==> src/rtl/stl_pkg.sv <==
package stl_pkg;
  localparam int BAND_W      = 4;
  localparam int MAIN_W      = 10;
  localparam int SWAL_W      = 5;
  localparam int MAIN_RST    = 32;
  localparam int SYNC_STAGES = 2;

  // order of the synchronized serial lines inside one vector
  localparam int IDX_CLK = 2;
  localparam int IDX_EN  = 1;
  localparam int IDX_DAT = 0;
endpackage

==> src/rtl/stl_sync.sv <==
module stl_sync #(
  parameter int W      = 3,
  parameter int STAGES = 2
) (
  input  logic         clk_i,
  input  logic         rst_ni,
  input  logic [W-1:0] async_i,
  output logic [W-1:0] sync_o
);
  logic [W-1:0] stage_q [STAGES];
  logic [W-1:0] stage_d [STAGES];

  always_comb begin
    stage_d[0] = async_i;
    for (int s = 1; s < STAGES; s++) begin
      stage_d[s] = stage_q[s-1];
    end
  end

  for (genvar g = 0; g < STAGES; g++) begin : g_stage
    always_ff @(posedge clk_i or negedge rst_ni) begin
      if (!rst_ni) begin
        stage_q[g] <= '0;
      end else begin
        stage_q[g] <= stage_d[g];
      end
    end
  end

  assign sync_o = stage_q[STAGES-1];
endmodule

==> src/rtl/stl_edge.sv <==
module stl_edge (
  input  logic clk_i,
  input  logic rst_ni,
  input  logic sclk_i,
  input  logic en_i,
  output logic sclk_fall_o,
  output logic en_rise_o
);
  logic sclk_q, sclk_d;
  logic en_q, en_d;

  always_comb begin
    sclk_d = sclk_i;
    en_d   = en_i;
  end

  always_ff @(posedge clk_i or negedge rst_ni) begin
    if (!rst_ni) begin
      sclk_q <= 1'b0;
      en_q   <= 1'b0;
    end else begin
      sclk_q <= sclk_d;
      en_q   <= en_d;
    end
  end

  assign sclk_fall_o = sclk_q & ~sclk_i;
  assign en_rise_o   = ~en_q & en_i;

  AST_FALL_SINGLE: assert property (@(posedge clk_i) disable iff (!rst_ni)
    sclk_fall_o |=> !sclk_fall_o);
  AST_RISE_SINGLE: assert property (@(posedge clk_i) disable iff (!rst_ni)
    en_rise_o |=> !en_rise_o);
endmodule

==> src/rtl/stl_frame.sv <==
module stl_frame #(
  parameter int BAND_W   = 4,
  parameter int MAIN_W   = 10,
  parameter int SWAL_W   = 5,
  parameter int MAIN_RST = 32
) (
  input  logic              clk_i,
  input  logic              rst_ni,
  input  logic              sclk_fall_i,
  input  logic              en_rise_i,
  input  logic              en_i,
  input  logic              dat_i,
  output logic [BAND_W-1:0] band_o,
  output logic [MAIN_W-1:0] main_o,
  output logic [SWAL_W-1:0] swal_o,
  output logic              band_upd_o,
  output logic              div_upd_o
);
  localparam int FRAME_W = BAND_W + MAIN_W + SWAL_W;
  localparam int CNT_W   = $clog2(FRAME_W + 1);
  localparam logic [CNT_W-1:0] BAND_LAST  = CNT_W'(BAND_W - 1);
  localparam logic [CNT_W-1:0] BAND_CNT   = CNT_W'(BAND_W);
  localparam logic [CNT_W-1:0] FRAME_LAST = CNT_W'(FRAME_W - 1);
  localparam logic [CNT_W-1:0] FRAME_CNT  = CNT_W'(FRAME_W);

  logic [CNT_W-1:0]   cnt_q, cnt_d;
  logic [FRAME_W-2:0] sh_q, sh_d;
  logic [FRAME_W-1:0] word;
  logic [BAND_W-1:0]  band_q, band_d;
  logic [MAIN_W-1:0]  main_q, main_d;
  logic [SWAL_W-1:0]  swal_q, swal_d;
  logic               bstb_q, bstb_d;
  logic               dstb_q, dstb_d;
  logic               take;

  assign word = {sh_q, dat_i};
  assign take = sclk_fall_i & en_i & (cnt_q < FRAME_CNT);

  always_comb begin
    cnt_d  = cnt_q;
    sh_d   = sh_q;
    band_d = band_q;
    main_d = main_q;
    swal_d = swal_q;
    bstb_d = 1'b0;
    dstb_d = 1'b0;
    if (en_rise_i) begin
      cnt_d = '0;
      sh_d  = '0;
    end else if (take) begin
      cnt_d = cnt_q + CNT_W'(1);
      sh_d  = word[FRAME_W-2:0];
      if (cnt_q == BAND_LAST) begin
        band_d = word[BAND_W-1:0];
        bstb_d = 1'b1;
      end
      if (cnt_q == FRAME_LAST) begin
        main_d = word[SWAL_W +: MAIN_W];
        swal_d = word[SWAL_W-1:0];
        dstb_d = 1'b1;
      end
    end
  end

  always_ff @(posedge clk_i or negedge rst_ni) begin
    if (!rst_ni) begin
      cnt_q  <= '0;
      sh_q   <= '0;
      band_q <= '0;
      main_q <= MAIN_W'(MAIN_RST);
      swal_q <= '0;
      bstb_q <= 1'b0;
      dstb_q <= 1'b0;
    end else begin
      cnt_q  <= cnt_d;
      sh_q   <= sh_d;
      band_q <= band_d;
      main_q <= main_d;
      swal_q <= swal_d;
      bstb_q <= bstb_d;
      dstb_q <= dstb_d;
    end
  end

  assign band_o     = band_q;
  assign main_o     = main_q;
  assign swal_o     = swal_q;
  assign band_upd_o = bstb_q;
  assign div_upd_o  = dstb_q;

  logic seen_q;
  always_ff @(posedge clk_i or negedge rst_ni) begin
    if (!rst_ni) seen_q <= 1'b0;
    else         seen_q <= 1'b1;
  end

  AST_CNT_BOUND: assert property (@(posedge clk_i) disable iff (!rst_ni)
    cnt_q <= FRAME_CNT);
  AST_BAND_AT_FOURTH: assert property (@(posedge clk_i) disable iff (!rst_ni)
    bstb_q |-> cnt_q == BAND_CNT);
  AST_DIV_AT_LAST: assert property (@(posedge clk_i) disable iff (!rst_ni)
    dstb_q |-> cnt_q == FRAME_CNT);
  AST_STROBE_EXCL: assert property (@(posedge clk_i) disable iff (!rst_ni)
    !(bstb_q && dstb_q));
  AST_BAND_HOLD: assert property (@(posedge clk_i) disable iff (!rst_ni || !seen_q)
    !bstb_q |-> $stable(band_q));
  AST_DIV_HOLD: assert property (@(posedge clk_i) disable iff (!rst_ni || !seen_q)
    !dstb_q |-> ($stable(main_q) && $stable(swal_q)));
endmodule

==> src/rtl/serial_tuning_loader.sv <==
module serial_tuning_loader
  import stl_pkg::*;
#(
  parameter int P_BAND_W   = BAND_W,
  parameter int P_MAIN_W   = MAIN_W,
  parameter int P_SWAL_W   = SWAL_W,
  parameter int P_MAIN_RST = MAIN_RST,
  parameter int P_SYNC     = SYNC_STAGES
) (
  input  logic                clk_i,
  input  logic                rst_ni,
  input  logic                ser_clk_i,
  input  logic                ser_dat_i,
  input  logic                ser_en_i,
  output logic [P_BAND_W-1:0] band_o,
  output logic [P_MAIN_W-1:0] main_o,
  output logic [P_SWAL_W-1:0] swal_o,
  output logic                band_upd_o,
  output logic                div_upd_o
);
  logic [2:0] raw, synced;
  logic       sclk_fall, en_rise;

  always_comb begin
    raw          = '0;
    raw[IDX_CLK] = ser_clk_i;
    raw[IDX_EN]  = ser_en_i;
    raw[IDX_DAT] = ser_dat_i;
  end

  stl_sync #(.W(3), .STAGES(P_SYNC)) u_sync (
    .clk_i   (clk_i),
    .rst_ni  (rst_ni),
    .async_i (raw),
    .sync_o  (synced)
  );

  stl_edge u_edge (
    .clk_i       (clk_i),
    .rst_ni      (rst_ni),
    .sclk_i      (synced[IDX_CLK]),
    .en_i        (synced[IDX_EN]),
    .sclk_fall_o (sclk_fall),
    .en_rise_o   (en_rise)
  );

  stl_frame #(
    .BAND_W   (P_BAND_W),
    .MAIN_W   (P_MAIN_W),
    .SWAL_W   (P_SWAL_W),
    .MAIN_RST (P_MAIN_RST)
  ) u_frame (
    .clk_i       (clk_i),
    .rst_ni      (rst_ni),
    .sclk_fall_i (sclk_fall),
    .en_rise_i   (en_rise),
    .en_i        (synced[IDX_EN]),
    .dat_i       (synced[IDX_DAT]),
    .band_o      (band_o),
    .main_o      (main_o),
    .swal_o      (swal_o),
    .band_upd_o  (band_upd_o),
    .div_upd_o   (div_upd_o)
  );
endmodule

==> config.mk <==
export PLATFORM = sky130hd
export DESIGN_NAME = serial_tuning_loader
export DESIGN_NICKNAME = d
export VERILOG_FILES = /design/src/rtl/stl_pkg.sv /design/src/rtl/stl_sync.sv /design/src/rtl/stl_edge.sv /design/src/rtl/stl_frame.sv /design/src/rtl/serial_tuning_loader.sv
export SDC_FILE = /design/constraint.sdc
export NUM_CORES = 1
export LEC_CHECK = 0
export BUFFER_PORTS_ARGS = -buffer_cell sky130_fd_sc_hd__buf_2
export CELL_PAD_IN_SITES_DETAIL_PLACEMENT = 1
export CELL_PAD_IN_SITES_GLOBAL_PLACEMENT = 1
export CORE_ASPECT_RATIO = 0.75
export CORE_UTILIZATION = 35
export CTS_CLUSTER_DIAMETER = 120
export CTS_CLUSTER_SIZE = 28
export DETAILED_ROUTE_END_ITERATION = 8
export PLACE_DENSITY_LB_ADDON = 0.12
export SLEW_MARGIN = 40
export SYNTH_ARGS = -nofsm -noshare
export SYNTH_HDL_FRONTEND = slang
export SYNTH_SLANG_ARGS = --single-unit
==> constraint.sdc <==
create_clock -name clk_i -period 2.5 [get_ports clk_i]
set_input_delay 0.125 -clock clk_i [delete_from_list [all_inputs] [get_ports clk_i]]
set_output_delay 0.125 -clock clk_i [all_outputs]
set_load 0.05 [all_outputs]
==> out/summary.txt <==
status - finished clean
highest clock rate - 546 MHz
data arrival at the endpoint of the critical path - 2.02 ns
Total Nets Final - 154
source of the worst register-to-register timing path - u_frame.cnt_q[1]$_DFFE_PN0P_
cell family with the largest share of critical-path delay - flip-flops
DR vias/cell - 4.95
clock tree root buffer cell - clkbuf_8
Seq/Total Area, Yosys - 0.643
final hold violation count - 0
Yosys Warn Count - 0
crit path capture type - flip-flop
total placed cells including tap cells - 208
final setup fails - 0
area growth from synthesis to layout - 17.6%
global route overflow - 0
number of antenna violations at the first check in global routing - 0
fin. max-slew vios - 0
Worst IR Drop VDD - 0.248 mV
total wire length after detailed routing - 3430 µm
area enclosed by the die boundary - 0.00564 mm²
antenna cell count - 0
Die Span Y - 65.3 µm
number of I/O port buffers - 25
Max Cap Violations - 0
Post-Route Hold Slack - 0.354 ns
number of hold-repair buffers added at the cts stage - 4
Total Power Consumption - 1.34 mW
count of cells along the worst register-to-register path - 4
Post-route DRC - 0
remaining antenna violation count after routing - 0
detailed router's first-iteration violation count - 70
horizontal die dimension - 86.4 µm
crit start category - flip-flop
average wire per cell in the routed design - 15.6 µm
synthesized net count - 121
maximum buffer depth of the clock tree - 2
sum of buffers and inverters on the critical path - 1
setup skew after layout - 0.00236 ns
start point of the worst min-delay path - u_sync.stage_d[1]$_DFF_PN0_
final critical-path required period - 1.83 ns
worst setup slack for register-to-register paths - 0.67 ns
largest net degree at the start of global routing - 49
Req. time, crit path - 2.69 ns
total negative slack for setup checks - 0 ns
starting density of the core - 0.373
Clk pin slew, worst setup/hold paths - 0.08 ns
source-to-sink clock delay at the later pin of the worst-skew pair - 0.30 ns
Post-CTS Repair Setup Buffers - 0
top flip-flop cell by instance count after synthesis - dfrtp_1
proportion of layout cells with a drive suffix above 1 - 0.399
number of iterations in the first detailed-routing pass - 4
vias after detailed routing - 1,089
Post-Layout Cell Count - 220
largest stage delay on the critical path - 0.44 ns
RSZ-0062 raised after global routing - no
Synth async-reset ratio - 1.00
highest-delay cell along the critical path - dfrtp_1
Sink Count - 48
number of global-route vias before repair - 1,125
commonest cells after routing, fill and taps aside - dfrtp_1 (47), buf_2 (24), a32o_1 (15), mux2_2 (10), mux2_4 (9)
placed wire-length estimate after detailed placement - 2210 µm
final worst path period share - 0.733
most common cell after layout, fill and taps aside - dfrtp_1
kind of critical path - flip-flop to flip-flop
worst slew pin tran - 0.701 ns
number of cells produced by synthesis - 114
Std-Cell Core Area - 0.00501 mm²
share of the core filled with cells - 0.439
# H-tree levels - 2
Critical path origin - u_frame.cnt_q[1]$_DFFE_PN0P_
ordered cell list for the critical path - a211o_1, nor3_4, buf_4, mux2_2
Hold Crit Depth - 0
Unique masters post-synth - 28
number of top-level design ports - 26
row cnt - 22
global-route wire length before repair - 6000 µm
Gates resized, CTS repair - 0
TritonCTS buffer count - 5
Mapped Area - 0.00187 mm²
remaining max-slew budget at the tightest pin - 0.531
global router's overall resource usage - 0.144
clock tree from TritonCTS - done
areal power density over the cells - 610 mW/mm²
cell count along the critical path - 4
number of flops mapped to enable cells by yosys - 0
critical path fanouts, max - 16
Pleak - 1.08 nW
post-synthesis area per instance - 16.4 µm²
final estimated routing congestion in global placement - 0.746
class of the worst hold path - flip-flop to flip-flop
FF+latch count, synth - 48
## cells in the mapped netlist (all sizes together), types with 2 or more instances
library cell	number	area, µm²
dfrtp	47	1180
mux2	19	248
a32o	15	150
buf	3	32.5
inv	3	11.3
nor2	3	11.3
a211o	2	18.8
a21oi	2	10.0
ha	2	25.0
nand2	2	7.51
nand4b	2	17.5
o21ai	2	10.0
## sequential cells by signal (all words and copies together), names as in the netlist
| register | count |
|---|---|
| u_frame.main_o | 10 |
| u_sync.sync_o | 3 |
| u_sync.stage_d | 3 |
| u_frame.cnt_q | 5 |
| u_frame.swal_o | 5 |
| u_frame.band_upd_o | 1 |
| u_frame.div_upd_o | 1 |
| u_edge.sclk_q | 1 |
| u_frame.band_o | 4 |
| u_frame.sh_q | 14 |
| u_edge.en_q | 1 |
## metal layers
metal | vias to the layer above | wire length (µm) | GRT usage
li1 | 498 | - | -
met1 | 557 | 1690 | 0.195
met2 | 26 | 1520 | 0.213
met3 | 8 | 148 | 0.0402
met4 | 0 | 71 | 0.0688
met5 | - | 0 | 0
## per-stage QoR
step                setup WS, ns  instance area [µm²]
floorplan                  0.768                 1870
global placement           0.738                 2060
CTS                        0.653                 2200
global route               0.557                 2200
detailed placement         0.672                 2060
finish                     0.669                 2200
## power by group
group | leakage [nW] | switching [mW] | internal [mW] | total [mW]
registers | 0.648 | 0.00855 | 0.786 | 0.795
clock network | 0.0515 | 0.244 | 0.253 | 0.497
logic | 0.381 | 0.0346 | 0.0147 | 0.0493
## final cells by class
cell class,count,area [µm²]
Tap cell,72,90.1
Multi-Input combinational cell,59,621
Inverter,3,11.3
Fill cell,513,2810
Clock buffer,8,100
Sequential cell,48,1200
Timing Repair Buffer,30,175
## cell families after synthesis
| family | Yosys count | synth area share |
|---|---|---|
| flip-flops | 48 | 0.643 |
| AO/OA/AOI/OAI | 25 | 0.125 |
| adder cells (fa/ha/maj) | 2 | 0.0134 |
| multiplexers | 19 | 0.132 |
| AND/OR/NAND/NOR | 13 | 0.0609 |
| buffers and inverters | 7 | 0.0254 |
## path summary, 6_finish.rpt
kind,endpoint
worst max register to register,u_frame.main_o[2]$_DFFE_PN0P_
worst min-delay path,u_sync.sync_o[1]$_DFF_PN0_
max in group asynchronous,u_edge.en_q$_DFF_PN0_
worst max-delay path,u_frame.main_o[2]$_DFFE_PN0P_
min in group asynchronous,u_frame.band_upd_o$_DFF_PN0_
worst min register to register,u_sync.sync_o[1]$_DFF_PN0_
Note: power is estimated with default switching activity, not from simulation.
